==> src/rtl/cmac_pkg.sv <==
package cmac_pkg;

    localparam int CM_HALF_W = 16;
    localparam int CM_ACC_W  = 40;

    typedef enum logic [1:0] {
        FORM_XY   = 2'd0,
        FORM_XCY  = 2'd1,
        FORM_CXCY = 2'd2,
        FORM_RSVD = 2'd3
    } form_e;

    typedef enum logic [1:0] {
        ACC_NONE = 2'd0,
        ACC_SET  = 2'd1,
        ACC_ADD  = 2'd2,
        ACC_SUB  = 2'd3
    } accop_e;

    typedef enum logic [1:0] {
        DST_PACKED = 2'd0,
        DST_PAIR   = 2'd1,
        DST_NONE   = 2'd2,
        DST_RSVD   = 2'd3
    } dest_e;

    typedef enum logic [1:0] {
        MD_FRND = 2'd0,
        MD_FTRN = 2'd1,
        MD_INT  = 2'd2,
        MD_RSVD = 2'd3
    } mode_e;

    typedef struct packed {
        form_e  form;
        accop_e accop;
        dest_e  dest;
        mode_e  mode;
    } cmd_t;

    // Truncation only makes sense when an accumulator is narrowed to a packed word.
    function automatic logic trunc_allowed(input cmd_t c);
        return (c.accop != ACC_NONE) && (c.dest == DST_PACKED);
    endfunction

    function automatic logic cmd_illegal(input cmd_t c);
        logic rsvd;
        rsvd = (c.form == FORM_RSVD) || (c.mode == MD_RSVD) || (c.dest == DST_RSVD);
        return rsvd
            || ((c.accop == ACC_NONE) && (c.dest == DST_NONE))
            || ((c.mode == MD_FTRN) && !trunc_allowed(c));
    endfunction

endpackage

==> src/rtl/cmac_dec.sv <==
module cmac_dec
    import cmac_pkg::*;
(
    input  cmd_t cmd,
    output logic bad,
    output logic acc_wr,
    output logic emit,
    output logic frac
);

    always_comb begin
        bad    = cmd_illegal(cmd);
        acc_wr = !bad && (cmd.accop != ACC_NONE);
        emit   = !bad && (cmd.dest == DST_PACKED || cmd.dest == DST_PAIR);
        frac   = (cmd.mode != MD_INT);
    end

endmodule

==> src/rtl/cmac_prod.sv <==
module cmac_prod
    import cmac_pkg::*;
#(
    parameter int HALF_W = CM_HALF_W,
    parameter int ACC_W  = CM_ACC_W
) (
    input  logic [2*HALF_W-1:0]       op_a,
    input  logic [2*HALF_W-1:0]       op_b,
    input  form_e                     form,
    input  logic                      frac,
    output logic [1:0][ACC_W-1:0]     prod
);

    localparam int WORD_W = 2 * HALF_W;
    localparam int PP_W   = 2 * HALF_W;
    localparam int EXT_W  = ACC_W - PP_W;

    // index 0 = real part, 1 = imaginary part
    logic signed [HALF_W-1:0] a_part [2];
    logic signed [HALF_W-1:0] b_part [2];

    assign a_part[0] = op_a[HALF_W-1:0];
    assign a_part[1] = op_a[WORD_W-1:HALF_W];
    assign b_part[0] = op_b[HALF_W-1:0];
    assign b_part[1] = op_b[WORD_W-1:HALF_W];

    // k = {a uses imag, b uses imag}: 0 rr, 1 r*bi, 2 ai*r, 3 ii
    logic signed [ACC_W-1:0] pp [4];

    for (genvar k = 0; k < 4; k++) begin : g_pp
        logic signed [PP_W-1:0] raw;
        logic        [ACC_W-1:0] wide;
        assign raw   = a_part[k/2] * b_part[k%2];
        assign wide  = {{EXT_W{raw[PP_W-1]}}, raw};
        assign pp[k] = frac ? (wide << 1) : wide;
    end

    logic signed [ACC_W-1:0] re_v, im_v;

    always_comb begin
        unique case (form)
            FORM_XCY: begin
                re_v = pp[0] + pp[3];
                im_v = pp[2] - pp[1];
            end
            FORM_CXCY: begin
                re_v = pp[0] - pp[3];
                im_v = -(pp[1] + pp[2]);
            end
            default: begin
                re_v = pp[0] - pp[3];
                im_v = pp[1] + pp[2];
            end
        endcase
    end

    assign prod[0] = re_v;
    assign prod[1] = im_v;

endmodule

==> src/rtl/cmac_acc.sv <==
module cmac_acc
    import cmac_pkg::*;
#(
    parameter int ACC_W = CM_ACC_W
) (
    input  logic                  clk,
    input  logic                  rst,
    input  logic                  upd,
    input  accop_e                op,
    input  logic [1:0][ACC_W-1:0] term,
    output logic [1:0][ACC_W-1:0] acc_q,
    output logic [1:0][ACC_W-1:0] acc_nxt
);

    for (genvar l = 0; l < 2; l++) begin : g_lane
        always_comb begin
            unique case (op)
                ACC_SET: acc_nxt[l] = term[l];
                ACC_ADD: acc_nxt[l] = acc_q[l] + term[l];
                ACC_SUB: acc_nxt[l] = acc_q[l] - term[l];
                default: acc_nxt[l] = acc_q[l];
            endcase
        end
    end

    always_ff @(posedge clk) begin
        if (rst) begin
            acc_q <= '0;
        end else if (upd) begin
            acc_q <= acc_nxt;
        end
    end

endmodule

==> src/rtl/cmac_fmt.sv <==
module cmac_fmt
    import cmac_pkg::*;
#(
    parameter int HALF_W = CM_HALF_W,
    parameter int ACC_W  = CM_ACC_W
) (
    input  logic [1:0][ACC_W-1:0] val,
    input  dest_e                 dest,
    input  mode_e                 mode,
    output logic [2*HALF_W-1:0]   even_w,
    output logic [2*HALF_W-1:0]   odd_w
);

    localparam int WORD_W = 2 * HALF_W;

    localparam logic signed [ACC_W:0] RND_K =
        {{(ACC_W-HALF_W+1){1'b0}}, 1'b1, {(HALF_W-1){1'b0}}};
    localparam logic signed [ACC_W:0] H_MAX =
        {{(ACC_W-HALF_W+2){1'b0}}, {(HALF_W-1){1'b1}}};
    localparam logic signed [ACC_W:0] H_MIN = ~H_MAX;
    localparam logic signed [ACC_W-1:0] W_MAX =
        {{(ACC_W-WORD_W+1){1'b0}}, {(WORD_W-1){1'b1}}};
    localparam logic signed [ACC_W-1:0] W_MIN = ~W_MAX;

    function automatic logic [HALF_W-1:0] to_half(input logic signed [ACC_W-1:0] v,
                                                  input mode_e m);
        logic signed [ACC_W:0] r;
        logic signed [ACC_W:0] s;
        r = {v[ACC_W-1], v};
        unique case (m)
            MD_FRND: s = (r + RND_K) >>> HALF_W;
            MD_FTRN: s = r >>> HALF_W;
            default: s = r;
        endcase
        if (s > H_MAX)      return H_MAX[HALF_W-1:0];
        else if (s < H_MIN) return H_MIN[HALF_W-1:0];
        else                return s[HALF_W-1:0];
    endfunction

    function automatic logic [WORD_W-1:0] to_full(input logic signed [ACC_W-1:0] v);
        if (v > W_MAX)      return W_MAX[WORD_W-1:0];
        else if (v < W_MIN) return W_MIN[WORD_W-1:0];
        else                return v[WORD_W-1:0];
    endfunction

    logic [1:0][HALF_W-1:0] half_r;
    logic [1:0][WORD_W-1:0] full_r;

    for (genvar l = 0; l < 2; l++) begin : g_lane
        assign half_r[l] = to_half(val[l], mode);
        assign full_r[l] = to_full(val[l]);
    end

    always_comb begin
        if (dest == DST_PAIR) begin
            even_w = full_r[0];
            odd_w  = full_r[1];
        end else begin
            even_w = {half_r[1], half_r[0]};
            odd_w  = '0;
        end
    end

endmodule

==> src/rtl/cplx_mac.sv <==
module cplx_mac
    import cmac_pkg::*;
#(
    parameter int HALF_W = CM_HALF_W,
    parameter int ACC_W  = CM_ACC_W
) (
    input  logic                  clk,
    input  logic                  rst,
    input  logic                  in_valid,
    input  logic [2*HALF_W-1:0]   op_x,
    input  logic [2*HALF_W-1:0]   op_y,
    input  logic [1:0]            form_sel,
    input  logic [1:0]            acc_sel,
    input  logic [1:0]            dest_sel,
    input  logic [1:0]            mode_sel,
    output logic                  out_valid,
    output logic                  out_bad,
    output logic [2*HALF_W-1:0]   res_even,
    output logic [2*HALF_W-1:0]   res_odd,
    output logic [ACC_W-1:0]      acc_re,
    output logic [ACC_W-1:0]      acc_im
);

    localparam int WORD_W = 2 * HALF_W;

    cmd_t cmd;
    always_comb begin
        cmd.form  = form_e'(form_sel);
        cmd.accop = accop_e'(acc_sel);
        cmd.dest  = dest_e'(dest_sel);
        cmd.mode  = mode_e'(mode_sel);
    end

    logic bad, acc_wr, emit, frac;

    cmac_dec u_dec (
        .cmd    (cmd),
        .bad    (bad),
        .acc_wr (acc_wr),
        .emit   (emit),
        .frac   (frac)
    );

    logic [1:0][ACC_W-1:0] prod_v;

    cmac_prod #(.HALF_W(HALF_W), .ACC_W(ACC_W)) u_prod (
        .op_a (op_x),
        .op_b (op_y),
        .form (cmd.form),
        .frac (frac),
        .prod (prod_v)
    );

    logic [1:0][ACC_W-1:0] acc_q, acc_nxt;

    cmac_acc #(.ACC_W(ACC_W)) u_acc (
        .clk     (clk),
        .rst     (rst),
        .upd     (in_valid && acc_wr),
        .op      (cmd.accop),
        .term    (prod_v),
        .acc_q   (acc_q),
        .acc_nxt (acc_nxt)
    );

    logic [1:0][ACC_W-1:0] fmt_in;
    logic [WORD_W-1:0]     even_w, odd_w;

    assign fmt_in = (cmd.accop == ACC_NONE) ? prod_v : acc_nxt;

    cmac_fmt #(.HALF_W(HALF_W), .ACC_W(ACC_W)) u_fmt (
        .val    (fmt_in),
        .dest   (cmd.dest),
        .mode   (cmd.mode),
        .even_w (even_w),
        .odd_w  (odd_w)
    );

    always_ff @(posedge clk) begin
        if (rst) begin
            out_valid <= 1'b0;
            out_bad   <= 1'b0;
            res_even  <= '0;
            res_odd   <= '0;
        end else begin
            out_valid <= in_valid && emit;
            out_bad   <= in_valid && bad;
            if (in_valid && emit) begin
                res_even <= even_w;
                res_odd  <= odd_w;
            end
        end
    end

    assign acc_re = acc_q[0];
    assign acc_im = acc_q[1];

    // Refused commands leave no trace beyond the flag.
    assert_bad_no_effect_R9: assert property (@(posedge clk) disable iff (rst)
        (in_valid && bad) |=> (out_bad && !out_valid && $stable(acc_re) && $stable(acc_im)));

    assert_flags_exclusive_R11: assert property (@(posedge clk) disable iff (rst)
        !(out_valid && out_bad));

    assert_load_takes_product_R6: assert property (@(posedge clk) disable iff (rst)
        (in_valid && !bad && acc_sel == ACC_SET)
        |=> (acc_re == $past(prod_v[0]) && acc_im == $past(prod_v[1])));

    assert_frac_doubles_R3: assert property (@(posedge clk) disable iff (rst)
        (!bad && mode_sel != MD_INT) |-> (prod_v[0][0] == 1'b0 && prod_v[1][0] == 1'b0));

    assert_trunc_only_extract_R8: assert property (@(posedge clk) disable iff (rst)
        (!bad && mode_sel == MD_FTRN) |-> (acc_sel != ACC_NONE && dest_sel == DST_PACKED));

    assert_no_result_without_dest_R11: assert property (@(posedge clk) disable iff (rst)
        (in_valid && dest_sel == DST_NONE) |=> !out_valid);

endmodule

==> config.mk <==
export PLATFORM = sky130hd
export DESIGN_NAME = cplx_mac
export DESIGN_NICKNAME = d
export VERILOG_FILES = /design/src/rtl/cmac_pkg.sv /design/src/rtl/cmac_dec.sv /design/src/rtl/cmac_prod.sv /design/src/rtl/cmac_acc.sv /design/src/rtl/cmac_fmt.sv /design/src/rtl/cplx_mac.sv
export SDC_FILE = /design/constraint.sdc
export NUM_CORES = 2
export LEC_CHECK = 0
export CORE_MARGIN = 3
export CORE_UTILIZATION = 55
export CTS_CLUSTER_SIZE = 20
export DETAILED_ROUTE_END_ITERATION = 10
export PLACE_DENSITY = 0.76
export SYNTH_ARGS = -nofsm -noshare
export SYNTH_HDL_FRONTEND = slang
export SYNTH_SLANG_ARGS = --single-unit
==> constraint.sdc <==
create_clock -name clk -period 15.9 [get_ports clk]
set_input_delay 1.59 -clock clk [delete_from_list [all_inputs] [get_ports clk]]
set_output_delay 1.59 -clock clk [all_outputs]
set_load 0.005 [all_outputs]
Word level (Yosys, flattened, before mapping) --
Cells that the tools add are included.
Word-level totals: register bits 146, input port bits 75, logic and storage cells 81
Cells by class: $mul 4, mux-type cells 21, order comparisons 8, equal/unequal tests 12, $add $sub $neg 11, reduce and logical (&&, ||, !) cells 19
Operators by type and width (count):
- 32-bit 2-to-1 mux | 10
- 40-bit case mux with 3 select lines | 2
- 41-bit case mux with 2 select lines | 2
- 16-bit by 16-bit multiplier with 32-bit output | 4
- 40-bit by 17-bit adder with 41-bit output (second input constant) | 2
- 41-bit by 16-bit greater-than comparator with 1-bit output (second input constant) | 2
- 41-bit by 16-bit less-than comparator with 1-bit output (second input constant) | 2
- 40-bit adder | 2
- 40-bit by 32-bit greater-than comparator with 1-bit output (second input constant) | 2
- 40-bit by 32-bit less-than comparator with 1-bit output (second input constant) | 2
- 80-bit 2-to-1 mux | 1
- 40-bit case mux with 2 select lines | 1
- 40-bit subtractor | 2
- 33-bit by 33-bit adder with 34-bit output | 2
- 33-bit by 33-bit subtractor with 34-bit output | 2
- 16-bit 2-to-1 mux | 4
- 40-bit 2-to-1 mux | 1
- 40-bit negation | 1
- 2-bit == test (second input constant) | 7
- 2-bit by 1-bit == test with 1-bit output (second input constant) | 4
- 1-bit logical AND | 8
- 2-bit zero test | 3
- 1-bit logical OR | 5
- 1-bit zero test | 2
- 2 further kinds | 2

Logic depth before layout (Yosys ltp) --
word-level depth 14, gate-level depth with buffers 67

Hierarchy --
A second synthesis with hierarchy kept.
Unflattened totals: cell total of the unflattened synthesis 8315, area total of the unflattened synthesis 66944.2 sq um
By module, submodules not included:
- cmac_prod | times used 1, area each 49424.9 sq um, cells each 5947, seq. area each 0.0 sq um
- cmac_acc | times used 1, area each 10612.7 sq um, cells each 1450, seq. area each 1601.5 sq um
- cplx_mac | times used 1, area each 3831.2 sq um, cells each 388, seq. area each 1321.3 sq um
- cmac_fmt | times used 1, area each 2992.9 sq um, cells each 518, seq. area each 0.0 sq um
- cmac_dec | times used 1, area each 82.6 sq um, cells each 12, seq. area each 0.0 sq um

Least setup slack after synthesis --
OpenSTA, ideal clock, no wires.
path type input-to-reg, start point in op_y[17], end point reg res_even[27], data arrival time 15.482 ns, stages 62, setup slack 0.293 ns, required time 15.775 ns, cells stage by stage clkbuf_1 > nand2_1 > fa_1 > inv_1 > fa_1 > ha_1 > fa_1 > inv_1 > fa_1 > fa_1 > inv_1 > ha_1 > inv_1 > o21ai_0 > a21oi_1 > o21ai_0 > a21oi_1 > nor2b_1 > (+26 left out) > nor2b_1 > o21ai_0 > nand2b_1 > a21o_1 > a21oi_1 > o21ai_0 > o21ai_0 > nand3b_1 > or2_2 > a31oi_1 > nand4_1 > or4_4 > and3_4 > nor4_4 > a22oi_1 > nor3_2 > buf_4 > a31oi_1
On the way: word-level cells in the longest chain between the ends 14, elaborated cells between the ends (all ways) 29, classes of those cells add/sub: 10; mul: 2; order compare: 4; mux: 13
RTL lines:
- from (decl) | line cplx_mac.sv:11 | input logic [2*HALF_W-1:0] op_y,
- 16-bit by 16-bit multiplier with 32-bit output | line cmac_prod.sv:33 | assign raw = a_part[k/2] * b_part[k%2];
- 32-bit 2-to-1 mux | line cmac_prod.sv:35 | assign pp[k] = frac ? (wide << 1) : wide;
- 33-bit by 33-bit adder with 34-bit output | line cmac_prod.sv:48, cmac_prod.sv:52
- 40-bit negation | line cmac_prod.sv:48 | im_v = -(pp[1] + pp[2]);
- 40-bit case mux with 2 select lines | line cmac_prod.sv:41 | unique case (form)
- 40-bit subtractor or 40-bit adder (tied branches) | line cmac_acc.sv:20, cmac_acc.sv:19
- 40-bit case mux with 3 select lines | line cmac_acc.sv:17 | unique case (op)
- 80-bit 2-to-1 mux * | line cplx_mac.sv:69 | assign fmt_in = (cmd.accop == ACC_NONE) ? prod_v : acc_nxt;
- 40-bit by 17-bit adder with 41-bit output | line cmac_fmt.sv:31 | MD_FRND: s = (r + RND_K) >>> HALF_W;
- 41-bit case mux with 2 select lines | line cmac_fmt.sv:30 | unique case (m)
- 41-bit by 16-bit less-than comparator with 1-bit output | line cmac_fmt.sv:36 | else if (s < H_MIN) return H_MIN[HALF_W-1:0];
- 16-bit 2-to-1 mux | line cmac_fmt.sv:36
- 16-bit 2-to-1 mux | line cmac_fmt.sv:35 | if (s > H_MAX) return H_MAX[HALF_W-1:0];
- 32-bit 2-to-1 mux * | line cmac_fmt.sv:55 | if (dest == DST_PAIR) begin
- to (signal assigned) | line cplx_mac.sv:89 | res_even <= even_w;
- to (decl) | line cplx_mac.sv:18 | output logic [2*HALF_W-1:0] res_even,
Mark *: on every way between the ends. The rest lies on a longest branch, timed or not. A chain may end at the register's enable or synchronous reset.

Worst setup path in the final report --
start point in op_x[22], end point reg res_even[23]
On the way: word-level cells in the longest chain between the ends 14, elaborated cells between the ends (all ways) 29, classes of those cells add/sub: 10; mul: 2; order compare: 4; mux: 13
RTL lines:
- from (decl) | line cplx_mac.sv:10 | input logic [2*HALF_W-1:0] op_x,
- 16-bit by 16-bit multiplier with 32-bit output | line cmac_prod.sv:33
- 32-bit 2-to-1 mux | line cmac_prod.sv:35
- 33-bit by 33-bit adder with 34-bit output | line cmac_prod.sv:48, cmac_prod.sv:52
- 40-bit negation | line cmac_prod.sv:48
- 40-bit case mux with 2 select lines | line cmac_prod.sv:41
- 40-bit subtractor or 40-bit adder (tied branches) | line cmac_acc.sv:20, cmac_acc.sv:19
- 40-bit case mux with 3 select lines | line cmac_acc.sv:17
- 80-bit 2-to-1 mux * | line cplx_mac.sv:69
- 40-bit by 17-bit adder with 41-bit output | line cmac_fmt.sv:31
- 41-bit case mux with 2 select lines | line cmac_fmt.sv:30
- 41-bit by 16-bit less-than comparator with 1-bit output | line cmac_fmt.sv:36
- 16-bit 2-to-1 mux | line cmac_fmt.sv:36
- 16-bit 2-to-1 mux | line cmac_fmt.sv:35
- 32-bit 2-to-1 mux * | line cmac_fmt.sv:55
Marked as above.

==> out/metrics.yaml <==
cp_slowest_cell: "fa_1"
ant_nets: 0
nNetsFinal: 10300
drive_above_1_share: 0.1047
antenna_found_initial: 5
place_congestion: 1.023
fillers: 10110
fmax_ghz: 0.06594
post-route-drc-count: 0
fin_crit_ps: 15160
holdWs_ps: 451.0
dp.cells: 10140
setup_viol: 0
synth_area_leaders: "fa_1 33%, ha_1 10%, inv_1 7.6%, nand2_1 5.9%, and2_1 4.5%"
design_area_um2: 73390
synth_cell_types: 121
grt_pass1_vias: 61010
core_area_um2: 115300
die_w_um: 348.4
drv_slew: 0
hold_path.class: "reg2reg"
tightestPinTransition_ps: 1204
cts.hold.buffers_added: 0
yosysMostFrequentCell: "inv_1"
num_rows: 124
synth_edf_count: 0
netlist_instances: 8136
drt_iter0_markers: 4910
critPathLaunchType: "input port"
vias: 60600
worstPathMaxFanout: 13
dr.pass1.iters: 9
grt_max_degree: 73
dpl_cell_area_um2: 72480
endpoint_kind: "register"
avgSynthCellArea_um2: 7.924
slew_headroom: 0.1891
grt_pass1_wl_um: 342500
wl_um: 216500
crit_type: "in2reg"
cts-buffers-inserted: 17
ys.flop_type: "dfxtp_1"
ys_warn_count: 0
clock_sink_count: 146
synth_top_area_frac: 0.3270
clk_latency_ps: 470
dpl.hpwl_um: 182200
viasPerCell: 5.952
clockBufferDepth: 2
yosysSeqAreaShare: 0.04534
crit_path_max_incr_delay_ps: 530
gr-total-overflow: 0
ys_ff_latch: 146
die_y_um: 348.4
syn_nets: 9778
yosys.area.top_type: "fa_1"
status: "finished clean"
skew_ps: 21.31
stdcell_count: 10180
area_growth_pct: 13.83
routedWlPerCell_um: 21.27
syn_area_um2: 64470
crit_required_ps: 16220
async_flop_share: 0
start_util: 0.5593
gr-usage-all-layers: 0.3573
min_period_over_period: 0.9537
die_area_um2: 121400
ys_top_cells_by_count: "1,313 x inv_1, 1,053 x fa_1, 1,015 x nand2_1"
cap_violations: 0
cts-htree-levels: 4
cts_tree: "yes"
worstPathArrival_ps: 15490
clockRootBuffer: "clkbuf_16"
hold_viol: 0
io_buffers: 220
clkTransAtPathRegs_ps: 70
num_io_pins: 221
## cell usage in the layout (no fill, tap or decap), types with 154 or more instances in the layout
cell type	synthesis	routed
a21oi_1	375	371
and2_1	468	468
buf_4	1	666
clkdlybuf4s50_1	0	207
fa_1	1053	1053
ha_1	514	510
inv_1	1313	1310
nand2_1	1015	1014
nor2_1	438	432
nor3_1	157	154
o21ai_0	391	379
xnor2_1	248	246
## final cells by class
type | instances | area (um^2) | share of cell area
clock buffer | 17 | 425.4 | 0.005797
clock inverter | 15 | 177.7 | 0.002421
sequential | 146 | 2923 | 0.03983
inverter | 1316 | 4943 | 0.06736
tap | 1512 | 1892 | 0.02578
timing repair buffer | 915 | 7770 | 0.1059
multi-input combinational | 6257 | 55250 | 0.7528
antenna | 3 | 7.507 | 0.0001023
## routing by layer
metal,up-vias,wire length (um),track usage
met5,-,28,0
met4,4,13210,0.1833
met3,539,17930,0.05347
met2,2730,98590,0.5820
met1,29710,86790,0.4641
li1,27620,-,-
## registers in the layout (all words and copies together) (netlist names)
register / flops
res_odd: 32
res_even: 32
u_acc.acc_q: 80
out_valid: 1
out_bad: 1
## metrics by stage
step	setup TNS, ps	setup slack (ps)	utilization
after global routing	-15.20	-10.74	0.6366
after global placement	-945.0	-78.45	0.6287
after floorplan	0	293.1	-
after detailed placement	-4652	-344.1	0.6287
final	0	735.5	0.6366
after CTS	0	120.0	0.6339
## what timing repair did
| item | 4_1_cts | 5_1_grt |
|---|---|---|
| endpoints found under the setup margin | 0 | 64 |
| hold endpoints to repair | 0 | 0 |
| gates resized for setup | 0 | 75 |
| setup buffers | 0 | 4 |
## kinds of logic after synthesis
logic type / Yosys count / share of synthesized area
multiplexers: 67 / 0.01091
AND/OR/NAND/NOR: 2660 / 0.2010
flip-flops: 146 / 0.04534
adder cells (fa/ha/maj): 1567 / 0.4267
AO/OA/AOI/OAI: 1611 / 0.1659
buffers and inverters: 1733 / 0.1020
XOR/XNOR: 352 / 0.04803
## critical path: cells and delay by family
family / cells / cell delay (ps)
AOI/OAI and AO/OA: 19 / 4360
and+or+nand+nor: 15 / 3910
adders and majority gates: 9 / 3640
buffers and inverters: 12 / 1840
xor gates and xnor gates: 1 / 140
## worst paths after layout
check / start / cells past startpoint / slack, ps / end
setup / recovery: op_x[22] / 56 / 740 / res_even[23]
hold / removal: res_odd[2] / 2 / 450 / res_odd[2]
setup reg to reg: u_acc.acc_q[0] / 27 / 9610 / res_even[12]
hold reg to reg: res_odd[2] / 2 / 450 / res_odd[2]
Power is left out: the tool's default activity adds up to more than one toggle a clock period on the data nets, which glitch-free logic cannot reach.
